==> src/rtl/rng_seq_pkg.sv <==
package rng_seq_pkg;

    typedef enum logic [1:0] {
        ST_HOLD  = 2'd0,
        ST_COUNT = 2'd1,
        ST_FIRE  = 2'd2
    } seq_state_e;

endpackage

==> src/rtl/rng_lat_counter.sv <==
module rng_lat_counter #(
    parameter int CNT_W = 10
) (
    input  logic             clk,
    input  logic             rst_n,
    input  logic             load,
    input  logic [CNT_W-1:0] load_val,
    input  logic             dec,
    output logic [CNT_W-1:0] cnt,
    output logic             zero
);

    logic [CNT_W-1:0] cnt_q;

    always_ff @(posedge clk or negedge rst_n) begin
        if (!rst_n) begin
            cnt_q <= '0;
        end else if (load) begin
            cnt_q <= load_val;
        end else if (dec) begin
            cnt_q <= cnt_q - 1'b1;
        end
    end

    assign cnt  = cnt_q;
    assign zero = (cnt_q == '0);

    // the sequencer never asks for a decrement below zero
    a_r5_no_underflow: assert property (@(posedge clk) disable iff (!rst_n)
        dec |-> (cnt_q != '0));

endmodule

==> src/rtl/rng_slice_mux.sv <==
module rng_slice_mux #(
    parameter int VEC_W   = 128,
    parameter int SLICE_W = 8,
    localparam int N_SLICE = VEC_W / SLICE_W,
    localparam int SEL_W   = $clog2(N_SLICE)
) (
    input  logic [VEC_W-1:0]   vec,
    input  logic [SEL_W-1:0]   sel,
    output logic [SLICE_W-1:0] slice
);

    logic [SLICE_W-1:0] parts [N_SLICE];

    for (genvar g = 0; g < N_SLICE; g++) begin : g_part
        assign parts[g] = vec[g*SLICE_W +: SLICE_W];
    end

    assign slice = parts[sel];

endmodule

==> src/rtl/rng_ready_seq.sv <==
module rng_ready_seq
    import rng_seq_pkg::*;
#(
    parameter int LAT_EXPORT = 80,
    parameter int LAT_NATIVE = 730,
    parameter int VEC_W      = 128,
    parameter int SLICE_W    = 8,
    localparam int SEL_W     = $clog2(VEC_W / SLICE_W),
    localparam int LAT_MAX   = (LAT_NATIVE > LAT_EXPORT) ? LAT_NATIVE : LAT_EXPORT,
    localparam int CNT_W     = $clog2(LAT_MAX)
) (
    input  logic               clk,
    input  logic               rst_n,
    input  logic               ent_on,
    input  logic               out_on,
    input  logic               export_mode,
    input  logic               gen_hold,
    input  logic [SEL_W-1:0]   slice_sel,
    input  logic [VEC_W-1:0]   entropy_vec,
    output logic [SLICE_W-1:0] fifo_byte,
    output logic               num_valid
);

    localparam logic [CNT_W-1:0] RELOAD_EXP = CNT_W'(LAT_EXPORT - 1);
    localparam logic [CNT_W-1:0] RELOAD_NAT = CNT_W'(LAT_NATIVE - 1);

    seq_state_e       state_q, state_d;
    logic             mode_q;
    logic             mode_chg;
    logic             cnt_load, cnt_dec, cnt_zero;
    logic [CNT_W-1:0] cnt_val, reload_val;

    assign mode_chg   = (export_mode != mode_q);
    assign reload_val = export_mode ? RELOAD_EXP : RELOAD_NAT;

    // State register and last-seen mode
    always_ff @(posedge clk or negedge rst_n) begin
        if (!rst_n) begin
            state_q <= ST_HOLD;
            mode_q  <= 1'b0;
        end else begin
            state_q <= state_d;
            mode_q  <= export_mode;
        end
    end

    // Next state and counter control
    always_comb begin
        state_d  = state_q;
        cnt_load = 1'b0;
        cnt_dec  = 1'b0;
        unique case (state_q)
            ST_HOLD: begin
                if (!gen_hold) begin
                    cnt_load = 1'b1;
                    state_d  = ST_COUNT;
                end
            end
            ST_COUNT, ST_FIRE: begin
                if (gen_hold) begin
                    state_d = ST_HOLD;
                end else if (mode_chg) begin
                    cnt_load = 1'b1;
                    state_d  = ST_COUNT;
                end else if (!ent_on) begin
                    state_d = ST_COUNT;
                end else if (cnt_zero) begin
                    cnt_load = 1'b1;
                    state_d  = out_on ? ST_FIRE : ST_COUNT;
                end else begin
                    cnt_dec = 1'b1;
                    state_d = ST_COUNT;
                end
            end
            default: state_d = ST_HOLD;
        endcase
    end

    // Moore output
    always_comb begin
        num_valid = (state_q == ST_FIRE);
    end

    rng_lat_counter #(
        .CNT_W (CNT_W)
    ) i_cnt (
        .clk      (clk),
        .rst_n    (rst_n),
        .load     (cnt_load),
        .load_val (reload_val),
        .dec      (cnt_dec),
        .cnt      (cnt_val),
        .zero     (cnt_zero)
    );

    rng_slice_mux #(
        .VEC_W   (VEC_W),
        .SLICE_W (SLICE_W)
    ) i_mux (
        .vec   (entropy_vec),
        .sel   (slice_sel),
        .slice (fifo_byte)
    );

    a_r2_hold_blocks: assert property (@(posedge clk) disable iff (!rst_n)
        gen_hold |=> !num_valid);

    a_r4_switch_no_pulse: assert property (@(posedge clk) disable iff (!rst_n)
        mode_chg |=> !num_valid);

    a_r5_single_pulse: assert property (@(posedge clk) disable iff (!rst_n)
        num_valid |=> !num_valid);

    a_r3_count_bound: assert property (@(posedge clk) disable iff (!rst_n)
        cnt_val <= RELOAD_NAT || cnt_val <= RELOAD_EXP);

    a_r6_pause_no_pulse: assert property (@(posedge clk) disable iff (!rst_n)
        !ent_on |=> !num_valid);

    a_r7_gate_no_pulse: assert property (@(posedge clk) disable iff (!rst_n)
        !out_on |=> !num_valid);

endmodule

==> config.mk <==
export PLATFORM = sky130hd
export DESIGN_NAME = rng_ready_seq
export DESIGN_NICKNAME = d
export VERILOG_FILES = /design/src/rtl/rng_seq_pkg.sv /design/src/rtl/rng_lat_counter.sv /design/src/rtl/rng_slice_mux.sv /design/src/rtl/rng_ready_seq.sv
export SDC_FILE = /design/constraint.sdc
export NUM_CORES = 1
export LEC_CHECK = 0
export ABC_AREA = 1
export ABC_CLOCK_PERIOD_IN_PS = 2300
export BUFFER_PORTS_ARGS = -buffer_cell sky130_fd_sc_hd__buf_4
export CORE_MARGIN = 2
export CORE_UTILIZATION = 42
export DETAILED_ROUTE_END_ITERATION = 8
export GPL_ROUTABILITY_DRIVEN = 0
export GPL_TIMING_DRIVEN = 0
export PLACE_DENSITY = 0.82
export SETUP_SLACK_MARGIN = 0.5
export SLEW_MARGIN = 20
export SYNTH_ARGS = -nofsm -noshare
export SYNTH_HDL_FRONTEND = slang
export SYNTH_SLANG_ARGS = --single-unit
export TNS_END_PERCENT = 1
==> constraint.sdc <==
create_clock -name clk -period 2.3 [get_ports clk]
set_clock_uncertainty 0.2 [all_clocks]
set_input_delay 0.345 -clock clk [delete_from_list [all_inputs] [get_ports clk]]
set_output_delay 0.345 -clock clk [all_outputs]
set_load 0.01 [all_outputs]
==> key figures <==
Clock network
  – Clk sinks: 13
  – CTS buffer count: 3
  – Root buffer cell: clkbuf_8
  – CTS tree: done
  – Clk pin slew, worst setup/hold paths: approximately 0.050 ns
  – CTS H-tree depth: 1
  – Worst skew pair latency: roughly 0.25 ns
  – Clk buf depth: 2

Cells and area
  – Area growth syn-to-layout: 69.3%
  – Fin nets: between 600 and 700
  – Antenna cells: 0
  – Proportion of layout cells with a drive suffix above 1: between 40% and 50%
  – Final Util: approximately 74%

Power and ir drop
  – Seq pwr share: between 20% and 30%
  – Switching power: about 0.57 mW
  – LEAKAGE: 1.83 nW
  – Pwr dens: approximately 400 nW/um^2
  – Total Power: 1.40 mW
  – Internal power: 0.824 mW
  – Worst vdd ir: 381 uV
  – Combinational Power Share: between 60% and 70%
  – Clock network power share: between 10% and 20%
  – Sw Share: a little over 40%

Floorplan
  – Core area: 4750 sq um
  – Effective utilization at floorplan: 43.6%
  – Die W: between 70 and 80 um
  – IO Pins: between 100 and 150
  – Site Rows: 25
  – Die height: between 70 and 80 um
  – Die Footprint: between 5000 and 6000 sq um

Synth
  – Yosys cell types: 29
  – Syn Nets: about 460
  – Top_reg_cell synth: dfrtp_1
  – Synth Cell Area: approximately 2100 sq um
  – Post-synthesis async set-or-reset flop share: 100%
  – Number of flops mapped to enable cells by yosys: 0
  – Sequential share of the synthesized area: between 10% and 20%
  – Mean Syn Cell Area: around 6.5 sq um
  – Syn. warnings: 0
  – Seq cells post-synth: 13
  – Synth Instances: 319

Critical path
  – R2R depth: 12
  – RR Endpoint: i_cnt.cnt[3]
  – Beginning of the worst register-to-register path: state_q[1]
  – Worst R2R Setup Slack: 0.32 ns
  – WP data required: approximately 1.8 ns
  – Critical Path Sink Type: primary output
  – CP Class: in -> out
  – Worst EP arrival: ~1.5 ns
  – Worst Path Max Fanout: 10
  – Startpoint type of the worst setup path: primary input

Placed design
  – Detail Placement HPWL: between 6000 and 7000 um
  – Port bufs: ~140

Worst hold path
  – Worst Hold End: mode_q
  – Min-delay src: export_mode
  – HP Class: in -> reg
  – Worst Hold Path Cells: 1

STA
  – Worst-Margin Slew: 0.496 ns
  – Final Max Tran Viols: 0
  – Post-route clock period utilization: 87.7%
  – Final Hold Viols: 0
  – Slew HR: 67.0%
  – Setup TNS: 0 ns
  – RSZ-0062 raised after global routing: yes
  – FMAX: approximately 0.50 GHz
  – Setup-failing EPs final: 0
  – Min Tclk post-route: 2.02 ns

Run status
  – Outcome: finished clean

Global routing
  – Pin count of the biggest net entering global routing: 14
  – Initial antenna violation count: 0
  – GRT Util Overall: around 31%
  – Vias in the first global route: approximately 2800
  – First-pass GRT wire length: around 13000 um
  – GR Overflow Total: 0

Routing
  – Antenna Nets Post-Route: 0
  – Final WL: ~9100 um
  – Via density: about 5.6
  – 1st-pass router iterations: 5
  – WL per Instance: between 15 and 20 um
  – DRT iter0 DRCs: approximately 240
  – Residual DRC: 0
  – Vias: approximately 3000

Flow run
  – Max Cap Viol: 0
-- cells by family after synthesis --
kind of cell    after synthesis  share of synthesized area [%]
mux                          32                           15.4
buf+inv                      73                           14.8
flops                        13                           15.7
xor+xnor                      4                           1.69
fa+ha+maj                     4                           2.41
compound gates              114                           31.7
simple gates                 79                           18.3
-- placed cells by master (no fill, tap or decap), drive strengths merged --
cell type	netlist	final
and3	1	1
nand3	26	26
dfrtp	13	13
o32ai	1	1
o21ai	45	45
xor2	2	2
a21oi	35	35
dlygate4sd3	0	1
ha	4	4
nand2	37	37
a22oi	1	1
o211ai	32	32
inv	49	49
buf	11	163
nor2	12	12
nand4	1	1
clkbuf	13	16
xnor2	2	2
nor3	2	2
mux2i	32	32
-- per-layer routing --
metal  global-route usage (%)  share of wire (%)  vias to the layer above
met5                        0                  0                        -
met4                     16.3                5.1                        0
met3                     6.23                9.3                       47
met2                     54.3                 48                      175
met1                     35.6                 38                     1382
li1                         -                  -                     1420
-- synthesized netlist by cell type, types with 2 or more instances --
cell type  instances  area [sq um]
inv_1             48           180
o21ai_0           45           225
a21oi_1           35           175
nand2_1           33           124
mux2i_1           32           320
o211ai_1          32           240
nand3_1           24           120
clkbuf_1          13          48.8
dfrtp_1           13           325
nor2_1             9          33.8
buf_2              5          25.0
ha_1               4          50.1
buf_4              3          22.5
nand2_2            3          18.8
buf_6              2          22.5
nand3_2            2          20.0
nor2_2             2          12.5
xnor2_1            2          17.5
xor2_1             2          17.5
-- power groups by stage --
| stage | combinational, mW | clock, mW | sequential, mW |
|---|---|---|---|
| after floorplan | 0.440 | 0 | 0.333 |
| after global routing | 0.912 | 0.221 | 0.351 |
| after detailed placement | 0.746 | 0 | 0.345 |
| after global placement | 0.726 | 0 | 0.341 |
| final | 0.840 | 0.212 | 0.345 |
| after CTS | 0.792 | 0.211 | 0.340 |
-- critical path, cell delays in order --
cell and delay, ns:
buf_8 0.11, buf_12 0.14, buf_8 0.15, mux2i_1 0.13
o211ai_1 0.25, o211ai_1 0.13, nand2_1 0.08, buf_4 0.13
-- how the worst max path moves through the flow --
stage	end	startpoint	cells after the start
5_1_grt	i_cnt.cnt[6]	state_q[1]	11
6_report	fifo_byte[0]	slice_sel[0]	8
2_1_floorplan	fifo_byte[5]	slice_sel[0]	7
4_1_cts	fifo_byte[5]	slice_sel[0]	8
3_5_place_dp	fifo_byte[6]	slice_sel[1]	7
3_3_place_gp	fifo_byte[6]	slice_sel[1]	7
-- per-stage QoR --
step / cell area [sq um] / setup slack, ns / hold WS, ns / std cells
floorplan: 2090 / 0.499 / -0.151 / 319
global placement: 3250 / 0.122 / -0.00138 / 529
detailed placement: 3250 / 0.121 / 0.00271 / 529
CTS: 3420 / 0.305 / 0.0361 / 538
global route: 3510 / 0.185 / 0.0364 / 542
finish: 3510 / 0.283 / 0.0349 / 542
-- cell type report --
class / instances / area (sq um)
multi-input combinational: 233 / 1490
timing repair buffer: 152 / 1180
buffer: 24 / 196
sequential: 13 / 325
fill: 398 / 1240
tap: 67 / 83.8
inverter: 49 / 186
clock buffer: 4 / 45.0
-- what timing repair did --
item,4_1_cts,5_1_grt
gates resized for setup,23,31
endpoints found under the hold margin,13,0
hold buffers,1,0
endpoints found under the setup margin,18,19
gates cloned,1,1
pin swaps,4,10
buffers inserted,3,3
-- registers in the layout, indices dropped and copies added (netlist names) --
| signal | cells |
|---|---|
| i_cnt.cnt | 10 |
| mode_q | 1 |
| state_q | 2 |
(Power assumes the default switching activity.)
